## config.mk

```make
export PLATFORM = sky130hd
export DESIGN_NAME = addsub_flags
export DESIGN_NICKNAME = d
export VERILOG_FILES = /design/src/rtl/addsub_flags.sv
export SDC_FILE = /design/constraint.sdc
export NUM_CORES = 1
export LEC_CHECK = 0
export ABC_AREA = 1
export BUFFER_PORTS_ARGS = -buffer_cell sky130_fd_sc_hd__buf_2
export CORE_ASPECT_RATIO = 1.25
export CORE_MARGIN = 2
export CORE_UTILIZATION = 30
export DETAILED_ROUTE_END_ITERATION = 7
export GPL_ROUTABILITY_DRIVEN = 0
export REMOVE_ABC_BUFFERS = 1
export SLEW_MARGIN = 25
export SYNTH_ARGS = -nofsm -noshare
export SYNTH_HDL_FRONTEND = slang
export SYNTH_SLANG_ARGS = --single-unit
```

## constraint.sdc

```tcl
create_clock -name vclk -period 4.7
set_clock_uncertainty 0.2 [all_clocks]
set_input_delay 0.47 -clock vclk [all_inputs]
set_output_delay 0.47 -clock vclk [all_outputs]
set_load 0.05 [all_outputs]
```

## src/rtl/addsub_flags.sv

```systemverilog
module addsub_flags #(
  parameter int XLEN = 64,
  parameter int HALF = 32,
  parameter int IMMW = 16,
  parameter int OPW  = 5
) (
  input  logic [4:0]  op,
  input  logic        ra_is_r0,
  input  logic [63:0] ra_val,
  input  logic [63:0] rb_val,
  input  logic [15:0] imm,
  input  logic [63:0] nia,
  input  logic        mode64,
  input  logic        ov_en,
  input  logic        record,
  input  logic        ca_in,
  input  logic        ca32_in,
  input  logic        ov_in,
  input  logic        ov32_in,
  input  logic        so_in,
  output logic [63:0] result,
  output logic        ca64,
  output logic        ca32,
  output logic        ov64,
  output logic        ov32,
  output logic        ca_out,
  output logic        ca32_out,
  output logic        ov_out,
  output logic        ov32_out,
  output logic        so_out,
  output logic        ca_we,
  output logic        ca32_we,
  output logic        ov_we,
  output logic        ov32_we,
  output logic        so_we,
  output logic        cr_we,
  output logic [3:0]  cr_field
);
  localparam int HIPAD = XLEN - 2 * IMMW;

  logic [XLEN-1:0] simm, simm_hi, opa, opb;
  logic [XLEN:0]   sum;
  logic cin, wr_ca, ov_ok, rc_ok, alt;
  logic cy_sel, ov_sel, ov_wr, lt, eq;

  assign simm    = {{(XLEN-IMMW){imm[IMMW-1]}}, imm};
  assign simm_hi = {{HIPAD{imm[IMMW-1]}}, imm, {IMMW{1'b0}}};

  always_comb begin
    opa = ra_val; opb = rb_val; cin = 1'b0;
    wr_ca = 1'b0; ov_ok = 1'b0; rc_ok = 1'b0; alt = 1'b0;
    case (op)
      5'd0:  begin ov_ok = 1'b1; rc_ok = 1'b1; end
      5'd1:  begin opa = ra_is_r0 ? '0 : ra_val; opb = simm; end
      5'd2:  begin opa = ra_is_r0 ? '0 : ra_val; opb = simm_hi; end
      5'd3:  begin opa = nia; opb = simm_hi; end
      5'd4:  begin wr_ca = 1'b1; ov_ok = 1'b1; rc_ok = 1'b1; end
      5'd5:  begin opb = simm; wr_ca = 1'b1; rc_ok = 1'b1; end
      5'd6:  begin cin = ca_in; wr_ca = 1'b1; ov_ok = 1'b1; rc_ok = 1'b1; end
      5'd7:  begin opb = '1; cin = ca_in; wr_ca = 1'b1; ov_ok = 1'b1; rc_ok = 1'b1; end
      5'd8:  begin opb = '0; cin = ca_in; wr_ca = 1'b1; ov_ok = 1'b1; rc_ok = 1'b1; end
      5'd9:  begin opa = ~ra_val; cin = 1'b1; ov_ok = 1'b1; rc_ok = 1'b1; end
      5'd10: begin opa = ~ra_val; cin = 1'b1; wr_ca = 1'b1; ov_ok = 1'b1; rc_ok = 1'b1; end
      5'd11: begin opa = ~ra_val; opb = simm; cin = 1'b1; wr_ca = 1'b1; end
      5'd12: begin opa = ~ra_val; cin = ca_in; wr_ca = 1'b1; ov_ok = 1'b1; rc_ok = 1'b1; end
      5'd13: begin opa = ~ra_val; opb = '1; cin = ca_in; wr_ca = 1'b1; ov_ok = 1'b1; rc_ok = 1'b1; end
      5'd14: begin opa = ~ra_val; opb = '0; cin = ca_in; wr_ca = 1'b1; ov_ok = 1'b1; rc_ok = 1'b1; end
      5'd15: begin opa = ~ra_val; opb = '0; cin = 1'b1; ov_ok = 1'b1; rc_ok = 1'b1; end
      5'd16: begin cin = ov_in; alt = 1'b1; end
      default: ;
    endcase
  end

  assign sum    = {1'b0, opa} + {1'b0, opb} + {{XLEN{1'b0}}, cin};
  assign result = sum[XLEN-1:0];
  assign ca64   = sum[XLEN];
  assign ca32   = sum[HALF] ^ opa[HALF] ^ opb[HALF];
  assign ov64   = (ca64 ^ sum[XLEN-1]) & ~(opa[XLEN-1] ^ opb[XLEN-1]);
  assign ov32   = (ca32 ^ sum[HALF-1]) & ~(opa[HALF-1] ^ opb[HALF-1]);

  assign cy_sel = mode64 ? ca64 : ca32;
  assign ov_sel = mode64 ? ov64 : ov32;
  assign ov_wr  = ov_ok & ov_en;

  assign ca_we    = wr_ca;
  assign ca32_we  = wr_ca;
  assign ov_we    = ov_wr | alt;
  assign ov32_we  = ov_wr | alt;
  assign ca_out   = wr_ca ? cy_sel : ca_in;
  assign ca32_out = wr_ca ? ca32 : ca32_in;
  assign ov_out   = ov_wr ? ov_sel : (alt ? cy_sel : ov_in);
  assign ov32_out = ov_wr ? ov32 : (alt ? ca32 : ov32_in);
  assign so_we    = ov_wr & ov_sel;
  assign so_out   = so_we | so_in;

  assign lt       = mode64 ? result[XLEN-1] : result[HALF-1];
  assign eq       = mode64 ? ~|result : ~|result[HALF-1:0];
  assign cr_we    = rc_ok & record;
  assign cr_field = {lt, ~(lt | eq), eq, so_out};
endmodule

```

-- Word-level counts from Yosys, hierarchy flattened
Index checks and enable logic that the tools add are counted.
- $mul: 0
- shift-type cells: 0
- bitwise logic cells: 18
- reductions and logical operators: 16
- divide/modulo/power cells: 0
- equality and inequality tests: 16
- multiplexer cells: 18
- $lt $le $gt $ge: 0
- $add $sub $neg: 2
- operators with widths (cell ; count):
    case mux 64 bit (4 select lines) ; 1
    case mux 64 bit (3 select lines) ; 1
    adder 64 x 64 -> 65 bit ; 1
    adder 65 x 1 -> 65 bit ; 1
    2-to-1 mux 64 bit ; 1
    NOT 64 bit ; 1
    OR reduction 64 bit ; 1
    equality test 5 x 4 -> 1 bit (second input constant) ; 8
    OR reduction 32 bit ; 1
    equality test 5 x 3 -> 1 bit (second input constant) ; 4
    2-to-1 mux 1 bit ; 14
    OR reduction 12 bit ; 1
    OR reduction 11 bit ; 1
    equality test 5 x 2 -> 1 bit (second input constant) ; 2
    OR reduction 10 bit ; 1
    OR reduction 7 bit ; 1
    OR reduction 2 bit ; 3
    OR reduction 3 bit ; 2
    OR reduction 6 bit ; 1
    XOR 1 bit ; 6
    AND 1 bit ; 5
    equality test 5 x 1 -> 1 bit (second input constant) ; 1
    equality test 5 bit (second input constant) ; 1
    zero test 5 bit ; 1
    5 further kinds ; 10
- memories kept: 0
- input bits: 222
- bits in read-only memories: 0
- memory bits (writable): 0
- latch bits: 0
- register bits after elaboration: 0

-- Logic depth before layout (Yosys ltp)
- word-level depth: 12
- mapped depth: 35
- mapped depth without buffers: 33

-- Worst setup path after synthesis
No wires, ideal clock.
- path type: input to output
- from: in op[4]
- to: out cr_field[2]
- setup slack: -837 ps
- data required time: 4030 ps
- arrival: 4867 ps
- stages: 24
- path buffers: 2
- cells stage by stage: nor3_4 nand2_1 nand3_2 nor2_2 nand2_4 buf_2 buf_1 o21ai_0 fa_1 inv_1 fa_1 nand3_1 nor2_1 nand2_1 nand3_1 nand2_1 nand2_1 xor2_1 nor2_1 nand2_1 nor2_1 nand3_1 nor2_1 a21oi_1
- cells in the longest elaborated chain, start to end: 10
- ends and longest elaborated chain (element ; RTL line ; RTL):
    from (decl) ; 7 ; input logic [4:0] op,
    equality test 5 x 4 -> 1 bit (tied with other cells) ; 52 ; case (op)
    OR reduction 7 bit (no source line) (tied with other cells) ; - ;
    case mux 64 bit (3 select lines) / case mux 64 bit (4 select lines) (equally long branches) ; 52 ;
    adder 64 x 64 -> 65 bit ; 74 ; assign sum = {1'b0, opa} + {1'b0, opb} + {{XLEN{1'b0}}, cin};
    adder 65 x 1 -> 65 bit * ; 74 ;
    named net result[18] ; 21 ; output logic [63:0] result,
    OR reduction 64 bit / OR reduction 32 bit (equally long branches) ; 97 ; assign eq = mode64 ? ~|result : ~|result[HALF-1:0];
    zero test 1 bit ; 97 ;
    2-to-1 mux 1 bit * ; 97 ;
    OR 1 bit * ; 99 ; assign cr_field = {lt, ~(lt | eq), eq, so_out};
    NOT 1 bit * ; 99 ;
    to (decl) ; 37 ; output logic [3:0] cr_field
Mark *: on every way through the listed nets, which the timed path passes. The rest lies on a longest branch.

-- Final worst setup path
- from: in op[4]
- to: out cr_field[2]
- cells in the longest elaborated chain, start to end: 10
- ends and longest elaborated chain (element ; RTL line):
    equality test 5 x 4 -> 1 bit (tied with other cells) ; 52
    OR reduction 7 bit (no source line) (tied with other cells) ; -
    case mux 64 bit (3 select lines) / case mux 64 bit (4 select lines) (equally long branches) ; 52
    adder 64 x 64 -> 65 bit ; 74
    adder 65 x 1 -> 65 bit * ; 74
    OR reduction 64 bit / OR reduction 32 bit (equally long branches) ; 97
    zero test 1 bit ; 97
    2-to-1 mux 1 bit ; 97
    OR 1 bit * ; 99
    NOT 1 bit * ; 99
Every way passes the cells marked *; elsewhere a longest branch is shown, timed or not.

==> flow_summary.ini <==
[floorplan]
start_util_pct = 30.3
dieWidth_um = 157
chipHeight_um = 196
row_count = 70
io_pins = 305
die-area_um2 = 30800
design.core.area_um2 = 29100

[global_routing]
grt_pass1_wl_mm = 65.0
grt_usage_pct = 26.6
grt_max_degree = 64
grt_pass1_vias = 13100
overflow = 0
grt_antenna_before_repair = 2

[yosys]
synth_area_um2 = 8810
synth.distinct_cells = 41
synth_area_leaders = nand2_1 (36%), inv_1 (17%), nor2_1 (9.7%)
yosys-top-cells-count = nand2_1 (843), inv_1 (402), nor2_1 (227)
yosys.area.top_type = nand2_1
synth.most_common_cell = nand2_1
ys_warn_count = 0
synth_top_area_share_pct = 35.9
seq_area_frac_synth_pct = 0
synth.avg_cell_area_um2 = 4.56
syn_inst = 1935

[sta]
worst_pin_slew_ps = 461
rsz0062_at_grt = true
fin_ws_ps = -161
finalSetupViolCount = 7
finalHoldViolCount = 0
final_max_slew_viol_count = 0
fmax_ghz = 0.206
period_share_pct = 103
slew_headroom_pct = 69.1
post-route-min-period_ps = 4860

[run_status]
status = finished, violations left
failed_checks = negative setup slack

[place]
dpl_worst_slack_ps = -437
dp_hpwl_mm = 36.9
place_inst = 2870
portBuffers = 305

[critical_path]
required_ps = 4030
crit_arrival_ps = 4190
end_kind = output port
critical_path.max_fanout = 13
critPathMostFrequentCell = nand2_1
worstSetupPathType = in -> out
cpPeakStageDelay_ps = 330
cp-start-kind = input port
crit_slowest_cell = ha_1

[finish]
nFillCells = 3149
numSequentialCells = 0
instances_no_fill = 2890
nets = 2781
nClkBuffers = 0
seq_area_um2 = 0
area_growth_pct = 62.6
drive_gt1_share_pct = 33.0

[hold_path]
hold_depth = 4
min_path_type = in -> out

[route]
wirelength_mm = 42.8
dr.first_iter.drc_count = 766
vias = 13600
ant_nets = 0
vias_per_cell = 4.72
wl_per_cell_um = 14.8
drc = 0
dr.pass1.iters = 8

[power_and_ir_drop]
leakagePower_nw = 8.60
p_per_area_nw_per_um2 = 385
power_mw = 5.52
ir_drop_mv = 0.341

[clock_network]
cts_hold_buf = 0

[job]
max_cap_violations = 0
critical path: cells and delay by family:
| family | cells | cell delay [ps] |
|---|---|---|
| AOI/OAI and AO/OA | 2 | 150 |
| and+or+nand+nor | 18 | 2080 |
| buffers and inverters | 8 | 1130 |
| adders and majority gates | 1 | 330 |
final cells by class:
type                       instances  area, µm²  share of cell area, %
antenna                            2       5.00                 0.0349
timing repair buffer             595       4450                   31.1
inverter                         411       1550                   10.8
multi-input combinational       1486       7840                   54.7
tap                              396        495                   3.46
metrics by stage:
stage | hold WS [ps] | instance area (µm²) | TNS [ps] | utilization (%)
finish | 1090 | 14300 | -735 | 49.3
global route | 1110 | 14300 | -3850 | 49.3
CTS | 1080 | 13800 | -437 | 47.6
detailed placement | 1130 | 13300 | -3530 | 45.8
global placement | 1130 | 13300 | -1870 | 45.8
floorplan | 1020 | 8640 | -12530 | -
layout by cell type (no fill, tap or decap), drive strengths merged:
| master | count |
|---|---|
| ha | 63 |
| o22ai | 1 |
| a221oi | 2 |
| a21boi | 1 |
| nor3 | 17 |
| nand4 | 17 |
| a21oi | 80 |
| o211ai | 63 |
| buf | 590 |
| clkbuf | 4 |
| and2 | 2 |
| xnor2 | 14 |
| diode | 2 |
| inv | 411 |
| o21bai | 6 |
| o21ai | 14 |
| nand3 | 74 |
| nor2 | 243 |
| xor2 | 16 |
| and3 | 1 |
| a211oi | 1 |
| fa | 2 |
| bufbuf | 1 |
| nand3b | 9 |
| a31oi | 1 |
| nor4 | 5 |
| nand2 | 854 |
timing repair:
item | CTS | global route
buffers inserted | 6 | 8
endpoints found under the setup margin | 13 | 25
gates resized for setup | 125 | 106
pin swaps | 25 | 41
gates cloned | 2 | 2
where the power goes:
group,total [mW],internal (mW),switching [mW],leakage [nW]
Sequential,0,0,0,0
Clock,0.0000000569,0.0000000569,0,0.0000127
Combinational,5.52,2.19,3.33,8.60
kinds of logic (layout without fill, tap and decap cells):
family	count (synthesis)	after routing	share of synthesized area, %
buffers and inverters	449	1006	19.5
XOR/XNOR	30	30	2.98
adder cells (fa/ha/maj)	65	65	9.40
other	0	2	0
AND/OR/NAND/NOR	1222	1222	56.0
AO/OA/AOI/OAI	169	169	12.2
layer usage:
metal / part of all wire, % / vias to the layer above / GRT usage, %
met5: 0 / - / 0
met2: 48 / 534 / 47.7
met4: 9.7 / 0 / 19.3
met3: 5.3 / 181 / 2.60
met1: 37 / 5963 / 28.7
li1: - / 6966 / -
worst paths after layout:
path / slack [ps] / end / startpoint
setup / recovery: -160 / cr_field[2] / op[4]
hold / removal: 1090 / so_out / so_in
No activity file was read; power rests on OpenSTA's default activity.
